===== src/rtl/prbs_pkg.sv =====
package prbs_pkg;
  typedef enum logic [1:0] {
    ACT_HOLD,
    ACT_STEP,
    ACT_LOAD,
    ACT_RECOVER
  } prbs_act_e;
endpackage


===== src/rtl/prbs_unroll.sv =====
module prbs_unroll #(
  parameter int unsigned   L        = 4,
  parameter int unsigned   N        = 2,
  parameter logic [L-1:0]  TAP_MASK = 4'b1100,
  parameter bit            XNOR_FB  = 1'b0
) (
  input  logic [L-1:0] cur_i,
  output logic [L-1:0] nxt_o,
  output logic [N-1:0] word_o
);
  logic [L-1:0] s_w;

  // serial update composed N times; bit emitted at step k is stage L before step k
  always_comb begin
    s_w    = cur_i;
    word_o = '0;
    for (int k = 0; k < N; k++) begin
      word_o[N-1-k] = s_w[L-1];
      s_w = {s_w[L-2:0], (^(s_w & TAP_MASK)) ^ XNOR_FB};
    end
    nxt_o = s_w;
  end
endmodule


===== src/rtl/prbs_lock_det.sv =====
module prbs_lock_det #(
  parameter int unsigned L       = 4,
  parameter bit          XNOR_FB = 1'b0
) (
  input  logic [L-1:0] st_i,
  output logic         lock_o
);
  if (XNOR_FB) begin : g_xnor
    assign lock_o = &st_i;
  end else begin : g_xor
    assign lock_o = ~|st_i;
  end
endmodule


===== src/rtl/prbs_ctrl.sv =====
module prbs_ctrl
  import prbs_pkg::*;
(
  input  logic      en_i,
  input  logic      load_i,
  input  logic      lock_i,
  output prbs_act_e act_o
);
  always_comb begin
    if (load_i)      act_o = ACT_LOAD;
    else if (lock_i) act_o = ACT_RECOVER;
    else if (en_i)   act_o = ACT_STEP;
    else             act_o = ACT_HOLD;
  end
endmodule


===== src/rtl/prbs_par_gen.sv =====
module prbs_par_gen
  import prbs_pkg::*;
#(
  parameter int unsigned  L            = 4,
  parameter int unsigned  N            = 2,
  parameter logic [L-1:0] TAP_MASK     = 4'b1100,
  parameter bit           XNOR_FB      = 1'b0,
  parameter logic [L-1:0] RESET_SEED   = 4'hF,
  parameter logic [L-1:0] RECOVER_SEED = 4'h1
) (
  input  logic         clk_i,
  input  logic         rst_ni,
  input  logic         en_i,
  input  logic         load_i,
  input  logic [L-1:0] seed_i,
  output logic [N-1:0] word_o,
  output logic         valid_o,
  output logic [L-1:0] state_o
);
  logic [L-1:0] state_q, nxt_w;
  logic [N-1:0] word_q, word_nxt_w;
  logic         valid_q, lock_w;
  prbs_act_e    act_w;

  prbs_unroll #(.L(L), .N(N), .TAP_MASK(TAP_MASK), .XNOR_FB(XNOR_FB)) u_unroll (
    .cur_i (state_q),
    .nxt_o (nxt_w),
    .word_o(word_nxt_w)
  );

  prbs_lock_det #(.L(L), .XNOR_FB(XNOR_FB)) u_lock (
    .st_i  (state_q),
    .lock_o(lock_w)
  );

  prbs_ctrl u_ctrl (
    .en_i  (en_i),
    .load_i(load_i),
    .lock_i(lock_w),
    .act_o (act_w)
  );

  always_ff @(posedge clk_i or negedge rst_ni) begin
    if (!rst_ni) begin
      state_q <= RESET_SEED;
      word_q  <= '0;
      valid_q <= 1'b0;
    end else begin
      valid_q <= (act_w == ACT_STEP);
      unique case (act_w)
        ACT_LOAD:    state_q <= seed_i;
        ACT_RECOVER: state_q <= RECOVER_SEED;
        ACT_STEP: begin
          state_q <= nxt_w;
          word_q  <= word_nxt_w;
        end
        default: ;
      endcase
    end
  end

  assign state_o = state_q;
  assign word_o  = word_q;
  assign valid_o = valid_q;
endmodule


===== config.mk =====
export PLATFORM = sky130hd
export DESIGN_NAME = prbs_par_gen
export DESIGN_NICKNAME = d
export VERILOG_FILES = /design/src/rtl/prbs_pkg.sv /design/src/rtl/prbs_unroll.sv /design/src/rtl/prbs_lock_det.sv /design/src/rtl/prbs_ctrl.sv /design/src/rtl/prbs_par_gen.sv
export SDC_FILE = /design/constraint.sdc
export NUM_CORES = 1
export LEC_CHECK = 0
export BUFFER_PORTS_ARGS = -buffer_cell sky130_fd_sc_hd__buf_2
export CORE_AREA = 2 2 39 41
export CTS_CLUSTER_SIZE = 12
export DETAILED_ROUTE_END_ITERATION = 6
export DIE_AREA = 0 0 41 43
export PLACE_DENSITY = 0.52
export SLEW_MARGIN = 15
export SYNTH_ARGS = -nofsm -noshare
export SYNTH_HDL_FRONTEND = slang
export SYNTH_SLANG_ARGS = --single-unit

===== constraint.sdc =====
create_clock -name clk_i -period 3.2 [get_ports clk_i]
set_input_delay 0.32 -clock clk_i [delete_from_list [all_inputs] [get_ports clk_i]]
set_output_delay 0.32 -clock clk_i [all_outputs]
set_load 0.01 [all_outputs]

==> flow_summary.toml, run 1 <==
[run_status]
status = "finished clean"

[placement]
hpwl_um = 549
portBuffers = 14
pre_cts_slack_ns = 1.54
placed_area_um2 = 455
place_congestion = 0.719

[power_and_ir_drop]
peakVddDrop_uv = 208
switchingPower_uw = 71.1
swShare_pct = 27.4
p_int_uw = 189
pwr-share-clk_pct = 29.9
power_leakage_uw = 0.000239
power_density_nw_per_um2 = 529
combinationalPowerShare_pct = 24.1
power_frac_seq_pct = 46.1

[cts]
cts_tree = "done"
cts_root_buf = "clkbuf_4"
clk_latency_ns = 0.24
clock_sink_count = 7
post_cts_buffers = 0
numCtsBuffers = 3
clk_pin_slew_worst_paths_ns = 0.05
htreeDepth = 1
cts_buffer_depth = 2

[detailed_routing]
drt-total-wl_um = 705
avgRoutedWirePerCell_um = 11.0
viasPerCell = 4.56
drc_errors = 0
ant_nets = 0
via_count = 292
drt_pass1_iterations = 4
drt-initial-drc-count = 3

[timing]
timing.setup.tns_ns = 0
worst_pin_slew_ns = 0.385
rsz0062_at_grt = "no"
max_freq_mhz = 604
period_share_pct = 51.7
maxSlewHeadroom_pct = 73.7
clock_skew_ns = 0.00295
hold_viol_final = 0
layout_setup_ws_ns = 1.54
slew_violations = 0
period_minus_slack_ns = 1.66
whs_ns = 0.268
finalSetupViolations = 0

[die]
die_y_um = 43
initial_core_util_pct = 27.1
dieArea_um2 = 1760
fp.coreArea_um2 = 1380
die_w_um = 41
placementRows = 14
ios = 15

[finish]
fin_nets = 58
filler_cell_count = 139
insertedDiodeCount = 0
area_growth_pct = 31.0
drive_above_1_share_pct = 52.1
final_cell_area_um2 = 492

[setup_path]
path_class = "reg -> reg"
cp-end-kind = "flip-flop"
crit_chain = "inv_1 -> ha_1 -> nor3b_4 -> nor3b_4 -> mux2_4"
worstPathRequired_ns = 3.33
worstPathMaxFanout = 5
path_common_cell = "nor3b_4"
worst_ep_arrival_time_ns = 1.78
max_stage_delay_ns = 0.56
setup.worst_path.start_class = "flip-flop"
crit_slowest_cell = "dfstp_2"

[job]
cap_violations = 0

[global_routing]
antenna_found_initial = 0
grt_max_degree = 10
track_usage_pct = 9.90
grt_pass1_wl_mm = 1.16
grt_pass1_vias = 273
gr-total-overflow = 0

[synthesis]
ys_ff_latch = 7
synth_nets = 40
seq_area_frac_synth_pct = 48.0
syn_inst = 31
yosys_warnings = 0
syn_area_per_cell_um2 = 12.1
ys_types = 16
synth_area_um2 = 375

[worst_hold_path]
worstHoldPathType = "in -> reg"
==> cells in the final DEF, fill, tap and decap left out, drive strengths merged <==
master / n
buf: 14
dfstp: 4
clkbuf: 4
inv: 3
a21oi: 3
dfrtp: 3
nor3b: 2
mux2: 2
mux2i: 2
nand2: 2
o31ai: 2
nor2b: 2
xor2: 1
a2111oi: 1
or3: 1
ha: 1
dlygate4sd3: 1
==> cell usage after synthesis, drive strengths merged <==
master,count,area (um2)
inv,3,11.3
clkbuf,1,5.00
mux2,2,30.0
a2111oi,1,8.76
nor2b,2,12.5
ha,1,12.5
xor2,1,8.76
dfrtp,3,75.1
nand2,2,7.51
a21oi,3,15.0
mux2i,2,20.0
buf,1,5.00
o31ai,2,15.0
or3,1,6.26
dfstp,4,105
nor3b,2,37.5
==> final cells by class <==
class	instances	area (um2)	area share [%]
clock buffer	4	26.3	5.34
inverter	3	11.3	2.29
multi-input combinational	19	174	35.4
sequential	7	180	36.6
tap	16	20.0	4.07
timing repair buffer	15	80.1	16.3
==> final timing paths <==
check,startpoint,to,slack (ns),cells past startpoint
worst min register to register,word_o[1]$_DFFE_PN0N_,word_o[1]$_DFFE_PN0N_,0.50,1
worst min-delay path,seed_i[0],state_o[0]$_DFFE_PN1P_,0.27,3
worst max register to register,state_o[2]$_DFFE_PN1P_,word_o[0]$_DFFE_PN0N_,1.54,5
worst max-delay path,state_o[2]$_DFFE_PN1P_,word_o[0]$_DFFE_PN0N_,1.54,5
min in group asynchronous,rst_ni,valid_o$_DFF_PN0_,0.43,2
max in group asynchronous,rst_ni,state_o[3]$_DFFE_PN1P_,2.53,2
==> power groups by stage <==
stage	registers, uW	logic, uW	clock network, uW
6_report	120	62.6	77.6
5_1_grt	122	70.9	91.9
4_1_cts	120	63.9	82.9
3_5_place_dp	121	62.8	0
3_3_place_gp	121	61.7	0
2_1_floorplan	126	33.4	0
==> critical path: cells and delay by family (launching register included) <==
| kind | cells | cell delay [ns] |
|---|---|---|
| buffers and inverters | 1 | 0.06 |
| muxes | 1 | 0.32 |
| DFF | 1 | 0.56 |
| adders and majority gates | 1 | 0.19 |
| and+or+nand+nor | 2 | 0.41 |
==> registers in the layout, indices dropped and copies added (netlist names) <==
name	cells
state_o	4
word_o	2
valid_o	1
==> logic make-up after synthesis <==
| group | Yosys count | share of synthesized area (%) |
|---|---|---|
| flip-flops | 7 | 48.0 |
| buffers and inverters | 5 | 5.66 |
| multiplexers | 4 | 13.3 |
| adder cells (fa/ha/maj) | 1 | 3.33 |
| AO/OA/AOI/OAI | 6 | 10.3 |
| AND/OR/NAND/NOR | 7 | 17.0 |
| XOR/XNOR | 1 | 2.33 |
==> per-stage QoR <==
| stage | utilization [%] | power, uW | cells |
|---|---|---|---|
| final | 35.5 | 260 | 64 |
| after global routing | 35.5 | 285 | 64 |
| after CTS | 35.5 | 267 | 64 |
| after detailed placement | 32.9 | 184 | 59 |
| after global placement | 32.9 | 183 | 59 |
| after floorplan | - | 160 | 31 |
==> repair_timing <==
action	CTS	global route
hold buffers	1	0
hold endpoints to repair	3	0
gates resized for setup	0	0
==> layer usage <==
layer | GRT usage [%] | up-vias | wire (um)
li1 | - | 141 | -
met1 | 13.4 | 140 | 325
met2 | 14.1 | 11 | 331
met3 | 3.14 | 0 | 48
met4 | 4.00 | 0 | 0
met5 | 0 | - | 0
Note: power is estimated with default switching activity, not from simulation.
==> inputs of run 2 (changes only) <==
==> constraint.sdc (replaced) <==
create_clock -name clk_i -period 1.6 [get_ports clk_i]
set_input_delay 0.16 -clock clk_i [delete_from_list [all_inputs] [get_ports clk_i]]
set_output_delay 0.16 -clock clk_i [all_outputs]
set_load 0.01 [all_outputs]
==> run 2 against run 1 <==
Compared with the run above:
- clock power is 110% higher
- routed wire length is 7.0% higher
- global-route usage is 0.37 points higher
- combinational power is 130% higher
- non-clock buffer count is 4 higher
- die area stayed put
- critical path type unchanged
==> flow_summary.toml, run 2 (synthesis gave the netlist of run 1 again) <==
[detailed_routing]
via_count = 305
drt-initial-drc-count = 6
drc_errors = 0
avgRoutedWirePerCell_um = 11.1
drt-total-wl_um = 754
drt_pass1_iterations = 2
viasPerCell = 4.49
ant_nets = 0

[finish]
insertedDiodeCount = 0
final_cell_mix = "buf_2 (14), buf_4 (4), dfstp_2 (4)"
fin_nets = 62
final_common_cell = "buf_2"
drive_above_1_share_pct = 61.5
largest_register_ffs = 4
area_growth_pct = 39.7

[placement]
pre_cts_slack_ns = 0.0176
hpwl_um = 561
portBuffers = 14
place_congestion = 0.715

[cts]
clk_latency_ns = 0.25
cts_root_buf = "clkbuf_4"
cts_tree = "done"
clk_pin_slew_worst_paths_ns = 0.05
numCtsBuffers = 3
htreeDepth = 1
cts_resized = 0
clock_sink_count = 7
cts_buffer_depth = 2

[die]
placementRows = 14
die_w_um = 41
die_y_um = 43
initial_core_util_pct = 27.1
dieArea_um2 = 1760
fp.coreArea_um2 = 1380
ios = 15

[timing]
clock_skew_ns = 0.00218
hold_viol_final = 0
rsz0062_at_grt = "yes"
worst_pin_slew_ns = 0.371
max_freq_mhz = 640
finalSetupViolations = 0
maxSlewHeadroom_pct = 74.6
period_share_pct = 97.7
layout_setup_ws_ns = 0.0365
slew_violations = 0
period_minus_slack_ns = 1.56

[setup_path]
worst_ep_arrival_time_ns = 1.70
cp-end-kind = "flip-flop"
ff2ff_path_depth = 5
path_class = "reg -> reg"
r2r_start = "state_o[3]$_DFFE_PN1P_"
crit_start = "state_o[3]$_DFFE_PN1P_"
worstPathRequired_ns = 1.73
worstPathMaxFanout = 4
setup.worst_path.start_class = "flip-flop"

[global_routing]
grt_pass1_wl_mm = 1.23
antenna_found_initial = 0
gr-total-overflow = 0
track_usage_pct = 10.3
grt_pass1_vias = 294
grt_max_degree = 10

[worst_hold_path]
worstHoldPathType = "in -> reg"
hold_start = "seed_i[0]"
hold_depth = 3

[power_and_ir_drop]
peakVddDrop_uv = 399
power_density_nw_per_um2 = 1040
power_uw = 543
power_leakage_uw = 0.000256

[run_status]
status = "finished clean"

[job]
cap_violations = 0
==> run 2: cell count changes in the layout (fill, tap and decap cells not counted) <==
| cell | delta |
|---|---|
| inv_1 | -2 |
| ha_1 | -1 |
| inv_2 | +2 |
| buf_4 | +4 |
| ha_2 | +1 |
==> run 2: per-layer routing <==
| metal | up-vias | wire, um | track usage [%] | share of wire (%) |
|---|---|---|---|---|
| li1 | 147 | - | - | - |
| met1 | 145 | 357 | 15.9 | 47 |
| met4 | 0 | 10 | 4.00 | 1.3 |
| met3 | 2 | 45 | 3.14 | 6.0 |
| met5 | - | 0 | 0 | 0 |
| met2 | 11 | 340 | 12.8 | 45 |
==> run 2: repair_timing <==
action | in CTS | in global routing
buffers inserted | 0 | 1
hold buffers | 1 | 0
setup endpoints to repair | 0 | 2
endpoints found under the hold margin | 7 | 0
==> run 2: power by group <==
group	internal (uW)	total, uW	switching (uW)
combinational	80.2	144	63.9
sequential	214	236	22.2
clock	95.4	163	67.9
total	389	543	154
==> run 2: worst paths after layout <==
kind,slack (ns),end
worst max-delay path,0.04,word_o[0]$_DFFE_PN0N_
worst max register to register,0.04,word_o[0]$_DFFE_PN0N_
min in group asynchronous,0.28,word_o[1]$_DFFE_PN0N_
max in group asynchronous,1.09,state_o[0]$_DFFE_PN1P_
worst min-delay path,0.10,state_o[0]$_DFFE_PN1P_
worst min register to register,0.51,word_o[0]$_DFFE_PN0N_
==> run 2: final cells by class <==
cell class	count	area, um2
clock buffers	4	26.3
flip-flops and latches	7	180
well taps	16	20.0
repair buffers	19	110
multi-input cells	19	176
inverters	3	11.3
fillers	153	860
==> run 2: critical path, stage by stage, from the launching register on <==
cell and delay, ns:
dfstp_2 0.54, inv_2 0.03, ha_2 0.16, nor3b_4 0.16, nor3b_4 0.24, mux2_4 0.32
==> run 2: metrics by stage <==
step                      TNS (ns)  util (%)  cells  instance area (um2)  hold WS [ns]
after floorplan                  0         -     31                  378        -0.136
after global placement           0      34.7     62                  480       0.00322
after detailed placement         0      34.7     62                  480       0.00869
after CTS                        0      37.3     67                  517         0.104
after global routing       -0.0454      37.9     68                  524         0.121
final                            0      37.9     68                  524         0.104
